**src/rtl/fb_capture_ctrl.sv**
```systemverilog
module fb_capture_ctrl #(
  parameter int DW = 32
) (
  input  logic          clk,
  input  logic          rst_n,
  input  logic          reg_we,
  input  logic [4:0]    reg_addr,
  input  logic [31:0]   reg_wdata,
  output logic [31:0]   reg_rdata,
  input  logic          px_valid,
  input  logic [DW-1:0] px_data,
  output logic          px_ready,
  output logic          mw_req,
  output logic [31:0]   mw_addr,
  output logic [DW-1:0] mw_data,
  input  logic          mw_gnt,
  output logic          irq
);
  localparam int BPW = DW / 8;
  localparam int BSH = $clog2(BPW);
  localparam logic [4:0] A_BASE = 5'h00, A_PITCH = 5'h04, A_SIZE = 5'h08,
                         A_CTRL = 5'h0c, A_PROG = 5'h10;

  logic [31:0] base_q, pitch_q, line_q;
  logic [15:0] width_q, height_q, col_q, prog_q;
  logic        ei_q, pd_q, busy_q;

  logic we_ctrl, abort_w, go_w, xfer, eol, eof;
  assign we_ctrl = reg_we && reg_addr == A_CTRL;
  assign abort_w = we_ctrl && reg_wdata[14];
  assign go_w    = we_ctrl && reg_wdata[0] && !reg_wdata[14] && !reg_wdata[21]
                   && !busy_q && width_q != '0 && height_q != '0;
  assign xfer    = mw_req && mw_gnt;
  assign eol     = xfer && col_q == width_q - 16'd1;
  assign eof     = eol && prog_q == height_q - 16'd1;

  assign mw_req   = busy_q && px_valid;
  assign px_ready = busy_q && mw_gnt;
  assign mw_data  = px_data;
  assign mw_addr  = line_q + ({16'b0, col_q} << BSH);
  assign irq      = ei_q && !busy_q;

  always_comb begin
    case (reg_addr)
      A_BASE:  reg_rdata = base_q;
      A_PITCH: reg_rdata = pitch_q;
      A_SIZE:  reg_rdata = {height_q, width_q};
      A_CTRL:  reg_rdata = {8'h54, 2'b01, pd_q, 18'b0, ei_q, busy_q, 1'b0};
      A_PROG:  reg_rdata = {16'b0, prog_q};
      default: reg_rdata = '0;
    endcase
  end

  always_ff @(posedge clk) begin
    if (!rst_n) begin
      base_q <= '0; pitch_q <= '0; width_q <= '0; height_q <= '0;
      ei_q <= 1'b0; pd_q <= 1'b0;
    end else if (reg_we) begin
      case (reg_addr)
        A_BASE:  base_q  <= {reg_wdata[31:2], 2'b00};
        A_PITCH: pitch_q <= {reg_wdata[31:4], 4'b0000};
        A_SIZE:  {height_q, width_q} <= reg_wdata;
        A_CTRL:  begin ei_q <= reg_wdata[2]; pd_q <= reg_wdata[21]; end
        default: ;
      endcase
    end
  end

  always_ff @(posedge clk) begin
    if (!rst_n) begin
      busy_q <= 1'b0; col_q <= '0; prog_q <= '0; line_q <= '0;
    end else if (go_w) begin
      busy_q <= 1'b1; col_q <= '0; prog_q <= '0; line_q <= base_q;
    end else begin
      if (xfer) begin
        if (eol) begin
          col_q  <= '0;
          prog_q <= prog_q + 16'd1;
          line_q <= line_q + pitch_q;
        end else begin
          col_q <= col_q + 16'd1;
        end
      end
      if (abort_w || eof) busy_q <= 1'b0;
    end
  end

  p_abort_stops_r10: assert property (@(posedge clk) disable iff (!rst_n)
    abort_w |=> (!busy_q && !mw_req));
  p_pd_blocks_go_r4: assert property (@(posedge clk) disable iff (!rst_n)
    (we_ctrl && reg_wdata[21] && !busy_q) |=> !busy_q);
  p_prog_cleared_r3: assert property (@(posedge clk) disable iff (!rst_n)
    $rose(busy_q) |-> prog_q == 16'd0);
  p_prog_step_r7: assert property (@(posedge clk) disable iff (!rst_n)
    busy_q |=> (prog_q == $past(prog_q) || prog_q == $past(prog_q) + 16'd1));
  p_irq_idle_r9: assert property (@(posedge clk) disable iff (!rst_n)
    irq |-> !busy_q);
  p_done_idle_r8: assert property (@(posedge clk) disable iff (!rst_n)
    (eof && !go_w) |=> (!busy_q && prog_q == $past(height_q)));
endmodule

```
**config.mk**
```make
export PLATFORM = sky130hd
export DESIGN_NAME = fb_capture_ctrl
export DESIGN_NICKNAME = d
export VERILOG_FILES = /design/src/rtl/fb_capture_ctrl.sv
export SDC_FILE = /design/constraint.sdc
export NUM_CORES = 1
export LEC_CHECK = 0
export BUFFER_PORTS_ARGS = -buffer_cell sky130_fd_sc_hd__buf_4
export CAP_MARGIN = 10
export CORE_MARGIN = 2
export CORE_UTILIZATION = 50
export CTS_CLUSTER_SIZE = 20
export DETAILED_ROUTE_END_ITERATION = 10
export PLACE_DENSITY_LB_ADDON = 0.05
export REMOVE_ABC_BUFFERS = 1
export SYNTH_ARGS = -nofsm -noshare
export SYNTH_HDL_FRONTEND = slang
export SYNTH_SLANG_ARGS = --single-unit
```
**constraint.sdc**
```tcl
create_clock -name clk -period 4.1 [get_ports clk]
set_input_delay 0 -clock clk [delete_from_list [all_inputs] [get_ports clk]]
set_output_delay 0 -clock clk [all_outputs]
set_load 0.1 [all_outputs]
```
Word-level counts from Yosys, hierarchy flattened
Index checks and enable logic that the tools add are counted. W data, S select, Z words.

Register bits: 157. Input port bits: 74. Output and inout bits: 99. Word-level logic and storage cells: 61.

$add $sub $neg: 6. Eq/ne operators: 6. Multiplexer cells: 7. Bitwise operators: 1. Reduce and logical (&&, ||, !) cells: 31.

Operators with widths (number): $pmux W32 S5 (1); $mux W32 (3); $add A16 B1 Y16 const B (2); $add A32 B18 Y32 (1); $add A32 B32 Y32 (1); $eq A16 B16 Y1 (2); $reduce_bool A16 Y1 (2); $sub A16 B1 Y16 const B (2); $mux W16 (1); $logic_and A1 B1 Y1 (14); $reduce_and A2 Y1 (6); $eq A5 B4 Y1 const B (2); $reduce_bool A2 Y1 (3); $eq A5 B3 Y1 const B (1); $eq A5 B5 Y1 const B (1); $logic_not A5 Y1 (1); $logic_not A1 Y1 (3); $mux W1 (2); $reduce_or A2 Y1 (1); $logic_or A1 B1 Y1 (1); $not A1 Y1 (1).

Depth between registers and ports, before layout
Depth in word-level cells: 10. Gate-level depth with buffers: 13.

Worst setup path before layout
OpenSTA, ideal clock, no wires.

Kind: flip-flop to output port. Start point: register col_q[9]. End point: output port mw_addr[31]. Data arrival time: 3.708 ns. Data required time: 4.100 ns. Slack: 0.392 ns. Cell stages (with the launch flop): 9. Cells stage by stage: dfxtp_1 > ha_1 > and3_1 > o2111ai_1 > o21ai_0 > a211oi_1 > o31ai_1 > nand4_1 > xnor2_1.

Word-level cells in the longest chain between the ends: 1.

RTL lines: start, declared (RTL line 25) `logic [15:0] width_q, height_q, col_q, prog_q;`; start signal, assigned (RTL line 81) `col_q <= col_q + 16'd1;`; $add A32 B18 Y32 (RTL line 40) `assign mw_addr = line_q + ({16'b0, col_q} << BSH);`; end, declared (RTL line 14) `output logic [31:0] mw_addr,`.

Every way passes these cells.

Worst setup path after layout
Start point: register col_q[0]. End point: output port mw_addr[24].

Same word-level chain as after synthesis.

==> run metrics <==
combinational power share=0.065; Synth async-reset ratio=0; Die Height=about 150 µm; die width=148.3 µm; layout cell share with drive strength beyond 1=0.1296; fin crit period=3.655 ns; FF/Latch Area=roughly 0.0031 mm²; R2R setup slack=0.68 ns; top post-synthesis cells by area=dfxtp_1, nand2_1, a21oi_1; full die area=0.02200 mm²; setup TNS=0 ns; Yosys top cell by area=dfxtp_1; largest net degree at the start of global routing=66; Net count, final=1593; count leader, synth=nand2_1; via count=10470; largest fanout on the critical path=8; worst slack, placed=around 0.63 ns; mapped cell area=around 0.010 mm²; Avg Inst Size Synth=7.467 µm²; Internal Pwr Total=2.453 mW; Worst setup SP type=flip-flop; number of max-cap violations=0; post-CTS setup buffers=0; synth cell count leaders=nand2_1, a21oi_1, dfxtp_1, nor2_1, xnor2_1; synth-to-layout area growth=16.07%; DRT Pass-1 Iters=8; initial antenna violation count=0; grt total ovfl=0; Worst Path Required=4.10 ns; placed cells=1686; P_leak=between 4 and 5 nW; first-pass GRT wire length=54520 µm; Final Max Tran Viols=0; final std cells w/o fill=between 1500 and 2000; clk buf depth=2; Detailed Place HPWL=26330 µm; post-route ant nets=0; Routed WL=35800 µm; Initial Util=0.5115; Switching Share=0.2626; Remaining DRCs=0; Flop pwr share=0.457; hold crit path type=in2out; post-DR wirelength/cell=20.44 µm; Final Setup Violations=0; Synth top area share=0.2979; PD cells=275.2 mW/mm²; FILL cells=1934; hold buffers post-CTS=34; synthesized flop and latch total=155; synth warn=0; vias per std cell=5.978; Clk pwr share=0.478; Hold Fails Final Rpt=0; vias in the first global route=9469; TritonCTS clock tree=built; net switching power=about 870 µW; CTS sink cnt=155; worst-case vdd ir drop=approximately 0.00028 V; CTS H-tree depth=4; Num CTS Buffers=17; Top FF cell, synth=dfxtp_1; antenna cells=0; Slew HR=0.2321; status=completed; Worst Skew=0.008642 ns; CTS clk-pin slew, worst paths=0.07 ns; unrepaired setup endpoints after global routing=false; final worst slack=0.4452 ns; Worst-Margin Slew=about 1.1 ns; post-synth cell types=71; routability cong.=0.9292; # IOs=around 170; CTS resizes=0; clk_lat worst skew=0.44 ns; EDFF count, synth=0; First DRT Iteration DRCs=1106; Worst EP arrival=3.65 ns; final worst-path cycle share=0.8914; Core Footprint=0.02036 mm²; post-synthesis sequential area ratio=0.2979; fmax=273.6 MHz; CP endpoint kind=primary output; critical path class=reg2out; Clock Tree Root=clkbuf_16; area of the multi-input gates=0.006634 mm²; PortBufs=106; Mapped Cells=approximately 1400; # rows=52; Global Route Usage Sum=0.3198
-- cell type report --
class                      instances  share of cell area
timing repair buffer             163              0.1082
clock buffer                      17             0.03519
clock inverter                    15             0.01263
tap                              270             0.02794
inverter                          34             0.01066
sequential                       155              0.2567
multi-input combinational       1098              0.5487
-- flip-flops by register name, indices dropped and copies added, names as in the netlist, 16 cells and up --
register / count
pitch_q: 28
width_q: 16
col_q: 16
base_q: 30
prog_q: 16
height_q: 16
line_q: 30
-- worst paths after layout --
| path | startpoint | to | depth (start not counted) |
|---|---|---|---|
| max | col_q[0] | mw_addr[24] | 13 |
| min | px_data[27] | mw_data[27] | 0 |
| min reg2reg | base_q[2] | base_q[2] | 2 |
| max reg2reg | width_q[2] | line_q[12] | 9 |
-- through the flow --
stage | util | hold slack (ns) | power, mW | area, µm²
2_1_floorplan | - | 0 | 1.645 | 9846
3_3_place_gp | 0.5486 | 0.0007965 | 1.742 | 11170
3_5_place_dp | 0.5486 | 0.0007965 | 1.741 | 11170
4_1_cts | 0.5937 | 0.0007965 | 3.326 | 12090
5_1_grt | 0.5937 | 0.0005876 | 3.408 | 12090
6_report | 0.5937 | 0.0008662 | 3.327 | 12090
-- cell families (layout without fill, tap and decap cells) --
kind of cell	Yosys count	in the layout	share of synthesized area
simple gates	559	559	0.2468
compound gates	353	353	0.2080
flops	155	155	0.2979
buf+inv	143	229	0.06739
xor+xnor	106	106	0.08913
fa+ha+maj	50	50	0.06150
mux	28	28	0.02883
other cells	1	2	0.0003600
-- routing by layer --
metal,vias up,share of wire,global-route usage
met4,2,0.018,0.08952
met2,455,0.43,0.4637
met5,-,0.0020,0.02955
li1,5034,-,-
met1,4936,0.46,0.4669
met3,47,0.095,0.08006
-- power groups by stage --
stage	clock network (mW)	logic [mW]	registers, mW
final	1.59	0.215	1.52
after global routing	1.66	0.228	1.52
after CTS	1.59	0.212	1.52
after detailed placement	0	0.186	1.56
after global placement	0	0.186	1.56
after floorplan	0	0.0940	1.55
-- placed cells by master, fill, tap and decap left out, drive strengths merged, types with 5 or more instances in the layout --
cell | netlist | layout
inv | 34 | 41
nor2 | 92 | 92
nor2b | 13 | 13
o21bai | 6 | 6
o31ai | 5 | 5
nor3 | 32 | 32
o211ai | 7 | 7
a21oi | 180 | 180
dfxtp | 155 | 155
a222oi | 13 | 13
a211oi | 6 | 6
a22oi | 21 | 21
mux2 | 6 | 6
o21a | 6 | 6
and2 | 10 | 10
nor4 | 9 | 9
nand2 | 280 | 280
a31oi | 16 | 16
dlygate4sd3 | 0 | 34
and3 | 16 | 16
nand4 | 22 | 22
nand3 | 33 | 33
xor2 | 33 | 33
buf | 49 | 129
a21o | 20 | 20
ha | 48 | 48
or3 | 21 | 21
xnor2 | 73 | 73
clkbuf | 60 | 17
o21ai | 43 | 43
or4 | 6 | 6
mux2i | 21 | 21
nand2b | 8 | 8
-- critical path, stage by stage (launching register included) --
cell and delay (ns):
dfxtp_1 0.50, ha_1 0.23, inv_1 0.05, fa_1 0.46
nor2b_1 0.15, o21a_1 0.19, o21ai_0 0.15, a211o_1 0.33
a21oi_1 0.20, nor3_1 0.08, buf_4 0.17, nor3_1 0.17
xor2_1 0.20, buf_4 0.32
Note: power is estimated with default switching activity, not from simulation.
